### src/rtl/trip_pkg.sv
package trip_pkg;

  // Register word addresses decoded by the control module
  localparam int ADDR_EN    = 0;
  localparam int ADDR_LIM_A = 1;
  localparam int ADDR_LIM_B = 2;

  // Strobes from control to datapath
  typedef struct packed {
    logic wrLimPair0;   // load limits of channels 4 and 5
    logic wrLimPair1;   // load limits of channels 6 and 7
  } ctlStrobe_t;

  // Trip strobes from datapath to control
  typedef struct packed {
    logic tripAna;      // analog-class current reached its limit
    logic tripDig;      // digital-class current reached its limit
  } tripStrobe_t;

endpackage

### src/rtl/trip_datapath.sv
module trip_datapath
  import trip_pkg::*;
#(
  parameter int SMP_W = 12,
  parameter int CH_W  = 3
) (
  input  logic                 clk,
  input  logic                 rstN,
  input  logic                 smpValid,
  input  logic [CH_W-1:0]      smpChan,
  input  logic [SMP_W-1:0]     smpData,
  input  ctlStrobe_t           ctl,
  input  logic [2*SMP_W-1:0]   limWrData,
  output tripStrobe_t          trip,
  output logic [2*SMP_W-1:0]   limWord0,
  output logic [2*SMP_W-1:0]   limWord1
);

  localparam int NUM_CUR  = 4;
  localparam int CUR_BASE = 4;
  localparam int NUM_PAIR = NUM_CUR / 2;

  logic [NUM_CUR*SMP_W-1:0] limFlat;
  logic [NUM_PAIR-1:0]      anaHit;
  logic [NUM_PAIR-1:0]      digHit;

  // One limit register and comparator per current channel.
  // The lower lane of each pair is an analog current and the upper lane is a digital one.
  for (genvar gi = 0; gi < NUM_CUR; gi++) begin : g_cur
    localparam int PAIR = gi / 2;
    localparam int LANE = gi % 2;

    logic [SMP_W-1:0] limReg;
    logic             wrSel;
    logic             hit;

    assign wrSel = (PAIR == 0) ? ctl.wrLimPair0 : ctl.wrLimPair1;

    always_ff @(posedge clk or negedge rstN) begin
      if (!rstN)      limReg <= '1;
      else if (wrSel) limReg <= limWrData[LANE*SMP_W +: SMP_W];
    end

    assign hit = smpValid && (smpChan == CH_W'(CUR_BASE + gi)) && (smpData >= limReg);
    assign limFlat[gi*SMP_W +: SMP_W] = limReg;

    if (LANE == 0) begin : g_ana
      assign anaHit[PAIR] = hit;
    end else begin : g_dig
      assign digHit[PAIR] = hit;
    end
  end

  assign trip.tripAna = |anaHit;
  assign trip.tripDig = |digHit;

  assign limWord0 = limFlat[2*SMP_W-1:0];
  assign limWord1 = limFlat[4*SMP_W-1:2*SMP_W];


  volt_chan_quiet_chk: assert property (@(posedge clk) disable iff (!rstN)
    (smpValid && (smpChan < CH_W'(CUR_BASE))) |-> (!trip.tripAna && !trip.tripDig));


  no_valid_no_trip_chk: assert property (@(posedge clk) disable iff (!rstN)
    !smpValid |-> (!trip.tripAna && !trip.tripDig));

endmodule

### src/rtl/trip_control.sv
module trip_control
  import trip_pkg::*;
#(
  parameter int SMP_W  = 12,
  parameter int ADDR_W = 3,
  parameter int DATA_W = 32
) (
  input  logic                 clk,
  input  logic                 rstN,
  input  logic                 regWr,
  input  logic [ADDR_W-1:0]    regAddr,
  input  logic [1:0]           enWrBits,
  input  tripStrobe_t          trip,
  input  logic [2*SMP_W-1:0]   limWord0,
  input  logic [2*SMP_W-1:0]   limWord1,
  output ctlStrobe_t           ctl,
  output logic [DATA_W-1:0]    regRdData,
  output logic                 anaEn,
  output logic                 digEn
);

  logic enWr;
  logic anaNext;
  logic digNext;
  logic [DATA_W-1:0] rdBody;

  assign enWr           = regWr && (regAddr == ADDR_W'(ADDR_EN));
  assign ctl.wrLimPair0 = regWr && (regAddr == ADDR_W'(ADDR_LIM_A));
  assign ctl.wrLimPair1 = regWr && (regAddr == ADDR_W'(ADDR_LIM_B));

  // Software write first, then trips override it
  always_comb begin
    anaNext = anaEn;
    digNext = digEn;
    if (enWr) begin
      anaNext = enWrBits[0];
      digNext = enWrBits[1];
    end
    if (trip.tripAna) anaNext = 1'b0;
    if (trip.tripDig) begin
      anaNext = 1'b0;
      digNext = 1'b0;
    end
  end

  always_ff @(posedge clk or negedge rstN) begin
    if (!rstN) begin
      anaEn <= 1'b0;
      digEn <= 1'b0;
    end else begin
      anaEn <= anaNext;
      digEn <= digNext;
    end
  end

  // Read mux; the status bits overlay every address
  always_comb begin
    rdBody = '0;
    case (regAddr)
      ADDR_W'(ADDR_EN):    rdBody[1:0]         = {digEn, anaEn};
      ADDR_W'(ADDR_LIM_A): rdBody[2*SMP_W-1:0] = limWord0;
      ADDR_W'(ADDR_LIM_B): rdBody[2*SMP_W-1:0] = limWord1;
      default:             rdBody              = '0;
    endcase
    regRdData           = rdBody;
    regRdData[DATA_W-1] = digEn;
    regRdData[DATA_W-2] = anaEn;
  end


  dig_trip_all_off_chk: assert property (@(posedge clk) disable iff (!rstN)
    trip.tripDig |=> (!anaEn && !digEn));


  ana_trip_off_chk: assert property (@(posedge clk) disable iff (!rstN)
    trip.tripAna |=> !anaEn);


  ana_trip_keeps_dig_chk: assert property (@(posedge clk) disable iff (!rstN)
    (trip.tripAna && !trip.tripDig && !enWr) |=> $stable(digEn));


  en_write_chk: assert property (@(posedge clk) disable iff (!rstN)
    (enWr && !trip.tripAna && !trip.tripDig) |=>
      (anaEn == $past(enWrBits[0]) && digEn == $past(enWrBits[1])));


  ana_stays_off_chk: assert property (@(posedge clk) disable iff (!rstN)
    (!anaEn && !enWr) |=> !anaEn);


  dig_stays_off_chk: assert property (@(posedge clk) disable iff (!rstN)
    (!digEn && !enWr) |=> !digEn);

endmodule

### src/rtl/supply_trip_guard.sv
module supply_trip_guard
  import trip_pkg::*;
#(
  parameter int SMP_W  = 12,
  parameter int CH_W   = 3,
  parameter int ADDR_W = 3,
  parameter int DATA_W = 32
) (
  input  logic              clk,
  input  logic              rstN,
  input  logic              smpValid,
  input  logic [CH_W-1:0]   smpChan,
  input  logic [SMP_W-1:0]  smpData,
  input  logic              regWr,
  input  logic [ADDR_W-1:0] regAddr,
  input  logic [DATA_W-1:0] regWrData,
  output logic [DATA_W-1:0] regRdData,
  output logic              anaSupplyEn,
  output logic              digSupplyEn
);

  ctlStrobe_t             ctl;
  tripStrobe_t            trip;
  logic [2*SMP_W-1:0]     limWord0;
  logic [2*SMP_W-1:0]     limWord1;
  logic                   unusedWrBits;

  assign unusedWrBits = ^regWrData[DATA_W-1:2*SMP_W];

  trip_datapath #(
    .SMP_W (SMP_W),
    .CH_W  (CH_W)
  ) u_dp (
    .clk       (clk),
    .rstN      (rstN),
    .smpValid  (smpValid),
    .smpChan   (smpChan),
    .smpData   (smpData),
    .ctl       (ctl),
    .limWrData (regWrData[2*SMP_W-1:0]),
    .trip      (trip),
    .limWord0  (limWord0),
    .limWord1  (limWord1)
  );

  trip_control #(
    .SMP_W  (SMP_W),
    .ADDR_W (ADDR_W),
    .DATA_W (DATA_W)
  ) u_ctl (
    .clk       (clk),
    .rstN      (rstN),
    .regWr     (regWr),
    .regAddr   (regAddr),
    .enWrBits  (regWrData[1:0]),
    .trip      (trip),
    .limWord0  (limWord0),
    .limWord1  (limWord1),
    .ctl       (ctl),
    .regRdData (regRdData),
    .anaEn     (anaSupplyEn),
    .digEn     (digSupplyEn)
  );

endmodule

### config.mk
export PLATFORM = sky130hd
export DESIGN_NAME = supply_trip_guard
export DESIGN_NICKNAME = d
export VERILOG_FILES = /design/src/rtl/trip_pkg.sv /design/src/rtl/trip_datapath.sv /design/src/rtl/trip_control.sv /design/src/rtl/supply_trip_guard.sv
export SDC_FILE = /design/constraint.sdc
export NUM_CORES = 1
export LEC_CHECK = 0
export BUFFER_PORTS_ARGS = -buffer_cell sky130_fd_sc_hd__buf_2
export CAP_MARGIN = 20
export CELL_PAD_IN_SITES_DETAIL_PLACEMENT = 1
export CELL_PAD_IN_SITES_GLOBAL_PLACEMENT = 1
export CORE_MARGIN = 2
export CORE_UTILIZATION = 43
export DETAILED_ROUTE_END_ITERATION = 7
export MAX_ROUTING_LAYER = met4
export PLACE_DENSITY_LB_ADDON = 0.1
export SLEW_MARGIN = 20
export SYNTH_ARGS = -nofsm -noshare
export SYNTH_HDL_FRONTEND = slang
export SYNTH_HIERARCHICAL = 1
export SYNTH_SLANG_ARGS = --single-unit
### constraint.sdc
create_clock -name clk -period 4.7 [get_ports clk]
set_input_delay 0.705 -clock clk [delete_from_list [all_inputs] [get_ports clk]]
set_output_delay 0.705 -clock clk [all_outputs]
set_load 0.005 [all_outputs]
# Word level (Yosys, flattened, before mapping)
# Cells that the tools add are included.
# Widths: inputs -> output; s select.
[totals]
register_bits = 50
elab_cells = 39
out_inout_bits = 34
[classes]
order_cmp = 4
n_eq_ne = 6
n_reduce_logical = 16
mux = 7
[op_table]
columns = ["op", "n"]
rows = [
  ["$ge 12x12->1", 4],
  ["$pmux 22 s2", 1],
  ["$eq 3x3->1 const B", 4],
  ["$logic_and 1x1->1", 11],
  ["$pmux 2 s3", 1],
  ["$mux 1", 5],
  ["$reduce_or 2->1", 2],
  ["$eq 3x1->1 const B", 1],
  ["$eq 3x2->1 const B", 1],
  ["$logic_not 3->1", 1],
  ["$reduce_bool 3->1", 1],
  ["$reduce_bool 2->1", 1],
]

# Logic depth before layout (Yosys ltp)
# Gate-level depths: netlist (run 1).
[depth]
word_depth = 6
depth_mapped = 8
depth_no_buf = 8

# Modules after synthesis
# The synthesis (run 1) kept the hierarchy.
[by_module_without_submodules]
columns = ["mod", "seq_area_each_um2", "n_inst", "area_each_um2", "cells_each"]
rows = [
  ["trip_datapath", 1261.2, 1, 2914.0, 313],
  ["trip_control", 50.0, 1, 505.5, 55],
]

# Least setup slack after synthesis (run 1)
# Ideal clock, no wire load.
[synth_timing]
path_kind = "input port to flip-flop"
from = "in smpData[0]"
to = "reg u_ctl.anaEn"
path_buffers = 0
required_ps = 4620
t_arrival_ps = 2253
path_slack_ps = 2367
path_stages = 8
setup_time_ps = 80
cell_sequence = "inv_1 ha_1 nand2b_4 a2111oi_2 nor4_1 a2111oi_1 a22oi_1 nor3_2"
[synth_lines]
columns = ["item", "line_no", "text"]
rows = [
  ["start, declared", "supply_trip_guard.sv:13", "input logic [SMP_W-1:0] smpData,"],
  ["end signal, assigned", "trip_control.sv:51", "anaEn <= anaNext;"],
  ["end, declared", "trip_control.sv:18", "output logic anaEn,"],
]

# Final worst setup path (run 1)
[layout_timing]
from = "in regAddr[1]"
to = "out regRdData[3]"
[layout_between]
elab_chain_cells = 2
elab_cells_between_ends = 3
cone_classes = "eq/ne: 2; mux: 1"
[layout_rtl]
columns = ["item", "line_no", "text"]
rows = [
  ["start, declared", "supply_trip_guard.sv:15", "input logic [ADDR_W-1:0] regAddr,"],
  ["$eq 3x2->1 / $eq 3x1->1 (equally long branches)", "trip_control.sv:59", "case (regAddr)"],
  ["$pmux 22 s2 *", "trip_control.sv:59", ""],
  ["end, declared", "supply_trip_guard.sv:17", "output logic [DATA_W-1:0] regRdData,"],
]
# Every way passes the cells marked *; elsewhere a longest branch is shown, timed or not.

==> metrics.txt, run 1 <==
met3 wire len=289 um; highest-count cells in the layout ignoring fill and taps=73 x buf_2, 54 x nand2_1, 50 x o21ai_0; drc violations=0; Die H=93.18 um; first-pass GRT wire length=14,820 um; count of final hold-check violations=0; status=finished clean; Crit path max-delay family=buffers and inverters; commonest non-fill, non-tap cell in the layout=buf_2; simple-gate share of the synthesized area=12.40%; critical path required time=3.99 ns; initial core utilization=44.25%; WL/cell=16.71 um; Yosys Warn Count=6; clock sinks=50; most used cell along the critical path=buf_2; final worst path period share=61.48%; die area=0.008682 mm^2; total global routing overflow=0; Mean Syn Cell Area=9.292 um^2; largest net degree at the start of global routing=51; Crit Path Class=in2out; row cnt=32; Power Density=345.8 mW/mm^2; CTS tree=built; Clock Tree Buf Depth=2; Primary FF master, synth=dfstp_2; DRT Pass-1 Iters=4; max cap viols=0; 1st-iter DRT viols=54; HP Class=in2async; WL final=8990 um; Compound-Gate Fraction of Synth Area=20.31%; Peak Freq=346.1 MHz; mux share of post-synthesis cell area=1.903%; Final Worst Setup Slack=1.810 ns; CP max FO=15; Adder-Cell Fraction of Synth Area=17.56%; CP Launch Type=input port; largest family of logic cells by synthesized area=compound AO/OA/AOI/OAI gates; GRT Overall Usage=22.62%; number of global-route vias before repair=3,016; WP data arrival=2.18 ns; Async SR Flop Fraction=100.0%; routed wl met2=4442 um; Antenna Cells=0; CP cell instances=buf_2, nor3b_2, buf_4, a22o_1, buf_2; Yosys reg bits=50; worst-skew pair later-pin latency=0.31 ns; Slowest-stage cell, CP=nor3b_2; CTS resizes=0; Antenna Violating Nets Remaining=0; Power Total=1.360 mW; sequential-to-total area share from yosys stat=38.35%; I/O Buffers=73; leakage=1.872 nW; setup repair bufs after CTS=0; CTS root buf=clkbuf_8; IO Pins=88; clock skew=0.006156 ns; EDFF count, synth=0; minimum clock period=2.890 ns; Worst-path clk slew=0.09 ns; wl on met1=4186 um; Least-Margin Pin Slew=0.8858 ns; drt via density=5.305; TNS Setup=0 ns; area share of xor/xnor cells in the synthesized design=0%; core area=0.007727 mm^2; Hold WS=0.5140 ns; GPL Wtd Cong=0.8547; cells after synthesis=368; # setup viols final=0; Slew Viols, Final=0; Hold-fix buffers, CTS=0; unrepaired setup endpoints after global routing=false; headroom to the max-slew limit=40.94%; Yosys cell types=45; initial antenna violation count=0; setup slack, reg-to-reg=2.27 ns; Detailed Place HPWL=7027 um; share of cells above drive strength 1=33.49%; fin util=50.91%; Final #Nets=537; Syn Std Cell Area=0.003420 mm^2; worst stage delay on the critical path=0.62 ns; Peak VDD IR=0.0001486 V; Synth-to-Final Area Change=15.04%; worst path bufs/invs=3; CTS buffer count=5; CTS H-Tree Depth=2; vias=2,854; highest routed layer=met4; overall die width=93.18 um; Place WS=1.743 ns; element type at the critical path end=output port
[area by class of cell]
class	instances	area (um^2)
clock buffer	5	68.82
clock inverter	3	40.04
fill	923	3794
inverter	47	176.4
multi-input combinational	253	1807
sequential	50	1311
tap	102	127.6
timing repair buffer	78	402.9
[kinds of logic (layout without fill, tap and decap cells)]
kind of cell               after synthesis  in the layout
AOI/OAI and AO/OA                      108            108
other                                    1              6
DFF                                     50             50
and+or+nand+nor                         85             85
muxes                                    6              6
buffers and inverters                   70            133
adders and majority gates               48             48
[synthesized netlist by cell type, types with 2 or more instances]
master    instances  area share [%]
a211oi_1          5             1.1
a21o_1            2            0.44
a21oi_1          13             1.9
a22o_1           22             5.6
a311oi_1          2            0.51
and2_1            2            0.37
buf_4             9             2.0
buf_6             3            0.99
clkbuf_1         10             1.1
dfrtp_1           2             1.5
dfstp_2          48              37
ha_1             48              18
inv_1            46             5.0
mux2_2            4             1.3
mux2i_1           2            0.59
nand2_1          54             5.9
nand2b_1          3            0.55
nand2b_2          2            0.51
nand3_1           3            0.44
nand4_1           3            0.55
nor2_1            6            0.66
nor2b_1           4            0.73
nor4_1            2            0.37
o211ai_1          3            0.66
o21ai_0          50             7.3
[worst register-to-register path, delay by kind of cell, from the launching register on]
family / cells / cell delay (ns)
buf+inv: 1 / 0.06
simple gates: 1 / 0.10
fa+ha+maj: 1 / 0.30
flops: 1 / 0.54
compound gates: 4 / 1.30
[path summary, 6_finish.rpt]
kind / startpoint / to / cells past startpoint
max: regAddr[1] / regRdData[3] / 5
min: rstN / u_ctl/digEn$_DFFE_PN0P_ / 2
min reg2reg: u_dp/g_cur[2].limReg[8]$_DFFE_PN1P_ / u_dp/g_cur[2].limReg[8]$_DFFE_PN1P_ / 2
min in group clk: u_dp/g_cur[2].limReg[8]$_DFFE_PN1P_ / u_dp/g_cur[2].limReg[8]$_DFFE_PN1P_ / 2
max reg2reg: u_dp/g_cur[1].limReg[2]$_DFFE_PN1P_ / u_ctl/digEn$_DFFE_PN0P_ / 7
max in group asynchronous: rstN / u_ctl/anaEn$_DFFE_PN0P_ / 2
[stage by stage]
step | instances | cell area [um^2]
floorplan | 373 | 3438
global placement | 530 | 3825
detailed placement | 530 | 3825
CTS | 538 | 3934
global route | 538 | 3934
finish | 538 | 3934
[state kept, by name, summed over array words and instances (netlist names)]
name,flops
u_ctl/digEn,1
u_dp/g_cur.limReg,48
u_ctl/anaEn,1
[report_power, final]
group          switching (mW)  internal (mW)
clock network           0.150          0.157
registers              0.0518          0.583
logic                   0.237          0.182
[per-layer routing]
| layer | global-route usage [%] | up-vias |
|---|---|---|
| met1 | 28.91 | 1390 |
| met2 | 38.47 | 64 |
| met3 | 3.062 | 4 |
| met4 | 5.147 | 0 |
| met5 | - | - |
| li1 | - | 1396 |
No activity file was read; power rests on OpenSTA's default activity.
==> inputs of run 2 (changes only) <==
Settings changed: CORE_UTILIZATION 43 to 40.
Clock period 4.7 ns to 2.7 ns, I/O delays scaled along.
==> run 2 against run 1 <==
Non-clock buffer count is 4 higher. Wire length rose by 4.9%. Clock power is 110% higher. Critical path type is now reg2reg. Highest routed layer unchanged.
==> metrics.txt, run 2 (synthesis results as in run 1) <==
status=finished clean; Peak VDD IR=0.0002528 V; CTS root buf=clkbuf_8; worst stage delay on the critical path=0.59 ns; sw frac=31.04%; Final #Nets=541; total global routing overflow=0; CTS buffer count=5; element type at the critical path end=flop; CP max FO=2; initial antenna violation count=0; Synth-to-Final Area Change=17.38%; minimum clock period=2.434 ns; CP Depth=7; core area=0.008258 mm^2; Top reg by flops=u_dp/g_cur.limReg; WL final=9429 um; share of cells above drive strength 1=34.09%; Peak Freq=410.8 MHz; biggest regs=u_dp/g_cur.limReg (48), u_ctl/anaEn (1), u_ctl/digEn (1); fin util=48.61%; Slew Viols, Final=0; Antenna Cells=0; Final Instance Area=0.004014 mm^2; final worst path period share=90.16%; Least-Margin Pin Slew=0.5675 ns; max cap viols=0; GRT Overall Usage=22.10%; vias=2,900; row cnt=33; P_sw=780.3 uW; Crit path max-delay family=compound AO/OA/AOI/OAI gates; Worst-path clk slew=0.10 ns; internal power=1.733 mW; R2R depth=7; Crit Path Class=reg2reg; largest net degree at the start of global routing=37; Largest register FFs=48; setup repair bufs after CTS=0; Hold-fix buffers, CTS=0; die area=0.009305 mm^2; Power Density=626.2 mW/mm^2; HP Class=in2async; 1st-iter DRT viols=125; clock skew=0.007911 ns; TNS Setup=0 ns; CP Launch Type=flop; commonest non-fill, non-tap cell in the layout=buf_2; highest-count cells in the layout ignoring fill and taps=73 x buf_2, 54 x nand2_1, 50 x o21ai_0; WL/cell=17.30 um; Antenna Violating Nets Remaining=0; I/O Buffers=73; count of final hold-check violations=0; overall die width=96.46 um; worst-skew pair later-pin latency=0.31 ns; fill count=995; clock sinks=50; drt via density=5.321; CTS H-Tree Depth=2; critical path required time=2.88 ns; unrepaired setup endpoints after global routing=false; worst path bufs/invs=1; headroom to the max-slew limit=61.19%; IO Pins=88; clock power share=26.2%; initial core utilization=41.41%; power share of the combinational group=29.8%; Slowest-stage cell, CP=a2111oi_0; leakage=1.909 nW; first-pass GRT wire length=15,060 um; number of global-route vias before repair=2,934; placed inst area=0.003871 mm^2; CTS tree=built; WP data arrival=2.61 ns; Hold WS=0.1027 ns; drc violations=0; CTS resizes=0; GPL Wtd Cong=0.8029; # setup viols final=0; Detailed Place HPWL=7323 um; DRT Pass-1 Iters=4; Sequential Power Share=44.0%; Clock Tree Buf Depth=2; CP cell instances=inv_1, ha_1, o211ai_1, a2111oi_0, o21ai_0, a311oi_1, nor2_1; Die H=96.46 um
run 2: cell types whose count changed in the layout (fill, tap and decap cells not counted), sizes merged:
cell    delta
clkbuf     +1
bufinv     +1
clkinv     -2
buf        +4
run 2: final timing paths:
kind                                                      startpoint                              endpoint  slack, ns
max in group asynchronous                                       rstN  u_dp/g_cur[1].limReg[11]$_DFFE_PN1P_       1.78
worst max register to register   u_dp/g_cur[1].limReg[2]$_DFFE_PN1P_               u_ctl/digEn$_DFFE_PN0P_       0.27
min in group clk                                       regWrData[19]   u_dp/g_cur[3].limReg[7]$_DFFE_PN1P_       0.32
worst min-delay path                                            rstN               u_ctl/anaEn$_DFFE_PN0P_       0.10
worst max-delay path             u_dp/g_cur[1].limReg[2]$_DFFE_PN1P_               u_ctl/digEn$_DFFE_PN0P_       0.27
worst min register to register  u_dp/g_cur[0].limReg[11]$_DFFE_PN1P_  u_dp/g_cur[0].limReg[11]$_DFFE_PN1P_       0.52
run 2: routing by layer:
metal | routed length [um] | track usage (%)
met5 | 0 | -
met4 | 155 | 4.812
met3 | 327 | 2.715
met2 | 4435 | 35.36
met1 | 4511 | 30.31
run 2: stage by stage:
stage	cells	power (mW)	worst slack [ns]
5_1_grt	545	2.703	0.1103
3_3_place_gp	537	1.809	0.3463
2_1_floorplan	373	1.579	0.6669
6_report	545	2.514	0.2658
3_5_place_dp	537	1.855	0.3004
4_1_cts	545	2.547	0.2374
run 2: cell type report:
cell class	instances	area, um^2	area share, %
Inverter	47	176.4	4.395
Clock inverter	2	60.06	1.496
Sequential cell	50	1311	32.67
Timing Repair Buffer	82	445.4	11.10
Multi-Input combinational cell	253	1807	45.01
Clock buffer	6	82.58	2.057
Tap cell	105	131.4	3.273
run 2: power groups by stage:
stage / sequential [mW] / clock [mW] / combinational, mW
5_1_grt: 1.13 / 0.705 / 0.870
3_3_place_gp: 1.11 / 0 / 0.700
2_1_floorplan: 1.09 / 0 / 0.489
3_5_place_dp: 1.12 / 0 / 0.735
6_report: 1.11 / 0.660 / 0.749
4_1_cts: 1.11 / 0.685 / 0.755
